[src/rtl/bkpt_pkg.sv]
package bkpt_pkg;

  // Raw {mask_hi, mask_lo} setting as programmed
  typedef enum logic [1:0] {
    MM_FULL     = 2'b00,
    MM_NO_LO    = 2'b01,
    MM_BAD_HI   = 2'b10,
    MM_PAGE_ONLY = 2'b11
  } mask_mode_e;

  // Effective compare controls after legalisation
  typedef struct packed {
    logic ign_hi;
    logic ign_lo;
    logic page_only;
  } mask_ctl_t;

  function automatic mask_ctl_t decode_mask(input logic mh, input logic ml);
    mask_ctl_t c;
    case (mask_mode_e'({mh, ml}))
      MM_NO_LO:     c = '{ign_hi: 1'b0, ign_lo: 1'b1, page_only: 1'b0};
      MM_PAGE_ONLY: c = '{ign_hi: 1'b1, ign_lo: 1'b1, page_only: 1'b1};
      default:      c = '{ign_hi: 1'b0, ign_lo: 1'b0, page_only: 1'b0};
    endcase
    return c;
  endfunction

endpackage

[src/rtl/bkpt_cfg_regs.sv]
module bkpt_cfg_regs #(
  parameter int PAGE_W = 6,
  parameter int HI_W   = 8,
  parameter int LO_W   = 8
) (
  input  logic              clk,
  input  logic              rst,
  input  logic              cfg_we,
  input  logic [PAGE_W-1:0] cfg_page,
  input  logic [HI_W-1:0]   cfg_hi,
  input  logic [LO_W-1:0]   cfg_lo,
  input  logic              cfg_mask_hi,
  input  logic              cfg_mask_lo,
  input  logic              cfg_dir_en,
  input  logic              cfg_dir_rd,
  output logic [PAGE_W-1:0] page_q,
  output logic [HI_W-1:0]   hi_q,
  output logic [LO_W-1:0]   lo_q,
  output logic              mask_hi_q,
  output logic              mask_lo_q,
  output logic              dir_en_q,
  output logic              dir_rd_q
);

  always_ff @(posedge clk) begin
    if (rst) begin
      page_q    <= '0;
      hi_q      <= '0;
      lo_q      <= '0;
      mask_hi_q <= 1'b0;
      mask_lo_q <= 1'b0;
      dir_en_q  <= 1'b0;
      dir_rd_q  <= 1'b0;
    end else if (cfg_we) begin
      page_q    <= cfg_page;
      hi_q      <= cfg_hi;
      lo_q      <= cfg_lo;
      mask_hi_q <= cfg_mask_hi;
      mask_lo_q <= cfg_mask_lo;
      dir_en_q  <= cfg_dir_en;
      dir_rd_q  <= cfg_dir_rd;
    end
  end

endmodule

[src/rtl/bkpt_addr_cmp.sv]
module bkpt_addr_cmp #(
  parameter int ADDR_W = 16,
  parameter int PAGE_W = 6,
  parameter int OFS_W  = 14
) (
  input  logic                 bus_paged,
  input  logic [ADDR_W-1:0]    bus_addr,
  input  logic [PAGE_W-1:0]    bus_page,
  input  logic [PAGE_W-1:0]    page_q,
  input  logic [ADDR_W-9:0]    hi_q,
  input  logic [7:0]           lo_q,
  input  logic                 mask_hi_q,
  input  logic                 mask_lo_q,
  output logic                 addr_ok
);
  import bkpt_pkg::*;

  localparam int BYTE_W = 8;
  localparam int HI_W   = ADDR_W - BYTE_W;
  localparam int PHI_W  = OFS_W - BYTE_W;

  mask_ctl_t  mc;
  logic [1:0] hi_eq_v;   // [0] unpaged width, [1] paged width
  logic       lo_eq;
  logic       page_eq;
  logic       hi_ok;
  logic       lo_ok;

  assign mc = decode_mask(mask_hi_q, mask_lo_q);

  // High-byte comparators: one per address width, selected by the page flag
  for (genvar g = 0; g < 2; g++) begin : g_hi
    localparam int W = (g == 0) ? HI_W : PHI_W;
    assign hi_eq_v[g] = (bus_addr[BYTE_W+W-1:BYTE_W] == hi_q[W-1:0]);
  end

  assign lo_eq   = (bus_addr[BYTE_W-1:0] == lo_q);
  assign page_eq = (bus_page == page_q);

  always_comb begin
    hi_ok = mc.ign_hi | hi_eq_v[bus_paged];
    lo_ok = mc.ign_lo | lo_eq;
    if (bus_paged) begin
      addr_ok = page_eq & hi_ok & lo_ok;
    end else begin
      addr_ok = ~mc.page_only & hi_ok & lo_ok;
    end
  end

endmodule

[src/rtl/bkpt_dir_qual.sv]
module bkpt_dir_qual (
  input  logic dir_en_q,
  input  logic dir_rd_q,
  input  logic bus_rd,
  output logic dir_ok
);

  always_comb begin
    if (dir_en_q) begin
      dir_ok = (bus_rd == dir_rd_q);
    end else begin
      dir_ok = 1'b1;
    end
  end

endmodule

[src/rtl/bkpt_match_top.sv]
module bkpt_match_top #(
  parameter int ADDR_W = 16,
  parameter int PAGE_W = 6,
  parameter int OFS_W  = 14
) (
  input  logic              clk,
  input  logic              rst,
  input  logic              cfg_we,
  input  logic [PAGE_W-1:0] cfg_page,
  input  logic [ADDR_W-9:0] cfg_hi,
  input  logic [7:0]        cfg_lo,
  input  logic              cfg_mask_hi,
  input  logic              cfg_mask_lo,
  input  logic              cfg_dir_en,
  input  logic              cfg_dir_rd,
  input  logic              bus_valid,
  input  logic [ADDR_W-1:0] bus_addr,
  input  logic [PAGE_W-1:0] bus_page,
  input  logic              bus_paged,
  input  logic              bus_rd,
  output logic              hit
);

  localparam int HI_W = ADDR_W - 8;

  logic [PAGE_W-1:0] page_q;
  logic [HI_W-1:0]   hi_q;
  logic [7:0]        lo_q;
  logic              mask_hi_q;
  logic              mask_lo_q;
  logic              dir_en_q;
  logic              dir_rd_q;
  logic              addr_ok;
  logic              dir_ok;
  logic              hit_q;

  bkpt_cfg_regs #(.PAGE_W(PAGE_W), .HI_W(HI_W), .LO_W(8)) cfg_i (
    .clk(clk), .rst(rst), .cfg_we(cfg_we),
    .cfg_page(cfg_page), .cfg_hi(cfg_hi), .cfg_lo(cfg_lo),
    .cfg_mask_hi(cfg_mask_hi), .cfg_mask_lo(cfg_mask_lo),
    .cfg_dir_en(cfg_dir_en), .cfg_dir_rd(cfg_dir_rd),
    .page_q(page_q), .hi_q(hi_q), .lo_q(lo_q),
    .mask_hi_q(mask_hi_q), .mask_lo_q(mask_lo_q),
    .dir_en_q(dir_en_q), .dir_rd_q(dir_rd_q)
  );

  bkpt_addr_cmp #(.ADDR_W(ADDR_W), .PAGE_W(PAGE_W), .OFS_W(OFS_W)) cmp_i (
    .bus_paged(bus_paged), .bus_addr(bus_addr), .bus_page(bus_page),
    .page_q(page_q), .hi_q(hi_q), .lo_q(lo_q),
    .mask_hi_q(mask_hi_q), .mask_lo_q(mask_lo_q),
    .addr_ok(addr_ok)
  );

  bkpt_dir_qual dir_i (
    .dir_en_q(dir_en_q), .dir_rd_q(dir_rd_q), .bus_rd(bus_rd), .dir_ok(dir_ok)
  );

  always_ff @(posedge clk) begin
    if (rst) begin
      hit_q <= 1'b0;
    end else begin
      hit_q <= bus_valid & addr_ok & dir_ok;
    end
  end

  assign hit = hit_q;

endmodule

[config.mk]
export PLATFORM = sky130hd
export DESIGN_NAME = bkpt_match_top
export DESIGN_NICKNAME = d
export VERILOG_FILES = /design/src/rtl/bkpt_pkg.sv /design/src/rtl/bkpt_cfg_regs.sv /design/src/rtl/bkpt_addr_cmp.sv /design/src/rtl/bkpt_dir_qual.sv /design/src/rtl/bkpt_match_top.sv
export SDC_FILE = /design/constraint.sdc
export NUM_CORES = 1
export LEC_CHECK = 0
export BUFFER_PORTS_ARGS = -buffer_cell sky130_fd_sc_hd__buf_4
export CAP_MARGIN = 10
export CORE_MARGIN = 2
export CORE_UTILIZATION = 46
export DETAILED_ROUTE_END_ITERATION = 12
export PLACE_DENSITY = 0.78
export RECOVER_POWER = 25
export SYNTH_ARGS = -nofsm -noshare
export SYNTH_HDL_FRONTEND = slang
export SYNTH_SLANG_ARGS = --single-unit
export TNS_END_PERCENT = 5
[constraint.sdc]
create_clock -name clk -period 1.7 [get_ports clk]
set_input_delay 0 -clock clk [delete_from_list [all_inputs] [get_ports clk]]
set_output_delay 0 -clock clk [all_outputs]
set_load 0.02 [all_outputs]
==> summary.md <==
| Metric | Value |
|---|---|
| Status | `completed` |
| Global placer's final weighted congestion | `0.750` |
| MaxCap Viol Count | `0` |
| Final setup vio count | `0` |
| Grt ovf | `0` |
| Area leader, netlist | `dfxtp_1` |
| PortBufs | `54` |
| Largest net degree at the start of global routing | `28` |
| Via/cell ratio | `4.89` |
| Pwr per Cell Area | `642 nW/µm²` |
| Drt total wl | `3080 µm` |
| Initial Util | `48.7%` |
| Row count | `18` |
| WL per Instance | `13.3 µm` |
| Detailed-router iteration count before antenna repair | `4` |
| Fmax | `642 MHz` |
| CTS tree | `built` |
| Sequential share of the synthesized area | `44.4%` |
| Critical Path Start Type | `flop` |
| Clock Path Buffers | `2` |
| Post-DP HPWL | `1910 µm` |
| Fin Clk Skew | `0.000649 ns` |
| Area Growth Syn to Fin | `59.3%` |
| Layout Cells excl Fill | `231` |
| Post-CTS Setup Repair Bufs | `0` |
| Hold Crit Class | `in2reg` |
| Vias in the first global route | `1217` |
| Die ar. | `3080 µm²` |
| Top FF cell, synth | `dfxtp_1` |
| RSZ-0062 raised after global routing | `no` |
| Vias | `1129` |
| Final period util | `91.6%` |
| Fillcell total | `189` |
| Synth area leaders | `dfxtp_1 (44%), mux2i_1 (21%), xor2_1 (14%)` |
| Root Buffer | `clkbuf_4` |
| Arrival time at the worst endpoint | `1.79 ns` |
| Largest family of logic cells by synthesized area | `multiplexers` |
| # DRC | `0` |
| Die outline width | `55.5 µm` |
| Synth cell types | `16` |
| Synthesized area per cell | `10.1 µm²` |
| Crit-path leading delay family | `simple AND/OR/NAND/NOR gates` |
| Die H | `55.5 µm` |
| Final Hold Vio Count | `0` |
| Nets | `256` |
| Final Cell Area | `1940 µm²` |
| Post-synth top cells | `dfxtp_1 (27), nor2_1 (27), mux2i_1 (26)` |
| Post-Syn Instances | `121` |
| Final core utilization | `77.7%` |
| CP max stage cell | `nor4_1` |
| Share of layout cells above drive strength 1 | `29.4%` |
| WS Path Type | `reg2reg` |
| Mapped cell area | `1220 µm²` |
| Synth Register Bits | `27` |
| Post-synth ARST share | `0%` |
| Post-synth top area share | `44.4%` |
| Bufs and invs on worst path | `0` |
| Initial antenna violation count | `0` |
| Placed cells | `199` |
| Clock sink count | `27` |
| Floorplan Core Area | `2500 µm²` |
| CP max stage delay | `0.51 ns` |
| Post-synthesis adder-cell area fraction | `0%` |
| Inserted Diodes | `0` |
| DR iter-0 viols | `15` |
| XOR/XNOR share of the synthesized area | `16.5%` |
| Global-route wire length before repair | `5070 µm` |
| Mux share of post-synthesis cell area | `21.4%` |
| Clk pin slew, worst setup/hold paths | `0.13 ns` |
| Worst-Margin Slew | `0.530 ns` |
| Final setup TNS | `0 ns` |
| CTS Buf Count | `3` |
| Worst rel slew slack | `64.3%` |
| H-tree levels | `1` |
| R2r setup slk | `0.14 ns` |
| Leakage | `0.000949 µW` |
| DRT antenna net count | `0` |
| Crit path cell chain | `xor2_1 > nor4_1 > nand4_1 > a221oi_2` |
| Pwr Total | `1250 µW` |
| Post-synth EDFFs | `0` |
| Compound-cell area share of the yosys netlist | `1.75%` |
| Simple-gate share of the synthesized area | `13.9%` |
| CP required | `1.94 ns` |
| Worst Setup End Kind | `flop` |
| Yosys warns | `0` |
| Max FO, Critical Path | `2` |
| Pins Over Slew Limit | `0` |
| Syn_nets | `175` |
| Placed cell areas | `1640 µm²` |
| Total GRT Usage | `20.4%` |
| I/O pins | `55` |
| Maximum VDD drop | `0.000565 V` |
| Clk_lat worst skew | `0.31 ns` |
| Min Tclk post-route | `1.56 ns` |
-- cells in the final DEF, fill, tap and decap left out --
| cell | count |
|---|---|
| buf_4 | 53 |
| dlygate4sd3_1 | 28 |
| nor2_1 | 27 |
| dfxtp_1 | 27 |
| mux2i_1 | 26 |
| xor2_1 | 20 |
| clkbuf_4 | 4 |
| xnor2_1 | 3 |
| nor4_1 | 3 |
| nand4_1 | 2 |
| or4_1 | 1 |
| and2_1 | 1 |
| or4_4 | 1 |
| a31oi_1 | 1 |
| nand2_1 | 1 |
| nand3b_1 | 1 |
| a221oi_2 | 1 |
| clkbuf_1 | 1 |
-- kinds of logic after synthesis --
group | Yosys count
AOI/OAI and AO/OA | 2
and+or+nand+nor | 37
muxes | 26
DFF | 27
xor gates and xnor gates | 23
buffers and inverters | 6
-- path summary, 6_finish.rpt --
kind                 start             to  cells after the start
max          cfg_i.hi_q[4]            hit                      4
max reg2reg  cfg_i.hi_q[4]            hit                      4
min                    rst  cfg_i.lo_q[5]                      2
min reg2reg  cfg_i.hi_q[2]  cfg_i.hi_q[2]                      2
-- timing repair --
item / CTS / global route
hold buffers: 28 / 0
endpoints found under the hold margin: 27 / 0
gates resized for setup: 0 / 0
-- routing by layer --
metal | vias up | global-route usage (%) | wire [µm]
met1 | 528 | 22.7 | 1210
met4 | 0 | 5.23 | 31
met5 | - | 0 | 0
met2 | 31 | 39.5 | 1710
li1 | 566 | - | -
met3 | 4 | 3.28 | 127
-- state kept, by name (all words and copies together), names as in the netlist --
register,flops
cfg_i.hi_q,8
cfg_i.lo_q,8
cfg_i.page_q,6
cfg_i.mask_hi_q,1
cfg_i.dir_en_q,1
hit,1
cfg_i.dir_rd_q,1
cfg_i.mask_lo_q,1
-- where the power goes --
group | internal (µW) | switching [µW]
sequential | 670 | 23.8
combinational | 185 | 103
clock | 91.6 | 174
total | 946 | 301
-- layout make-up --
type                       count  area, µm²  share of cell area, %
timing repair buffer          82        686                   35.3
multi-input combinational     88        652                   33.6
sequential                    27        541                   27.8
tap                           30       37.5                   1.93
clock buffer                   4       26.3                   1.35
-- metrics by stage --
step	setup WS [ns]	hold WS (ns)
after floorplan	0.420	0.147
after global placement	0.299	0.235
after detailed placement	0.310	0.243
after CTS	0.200	0.0318
after global routing	0.0598	0.0358
final	0.143	0.0350
-- worst register-to-register path: cells and delay by family, from the launching register on --
family,cells,cell delay (ns)
AOI/OAI and AO/OA,1,0.26
DFF,1,0.35
and+or+nand+nor,2,0.71
xor gates and xnor gates,1,0.16
No activity file was read; power rests on OpenSTA's default activity.
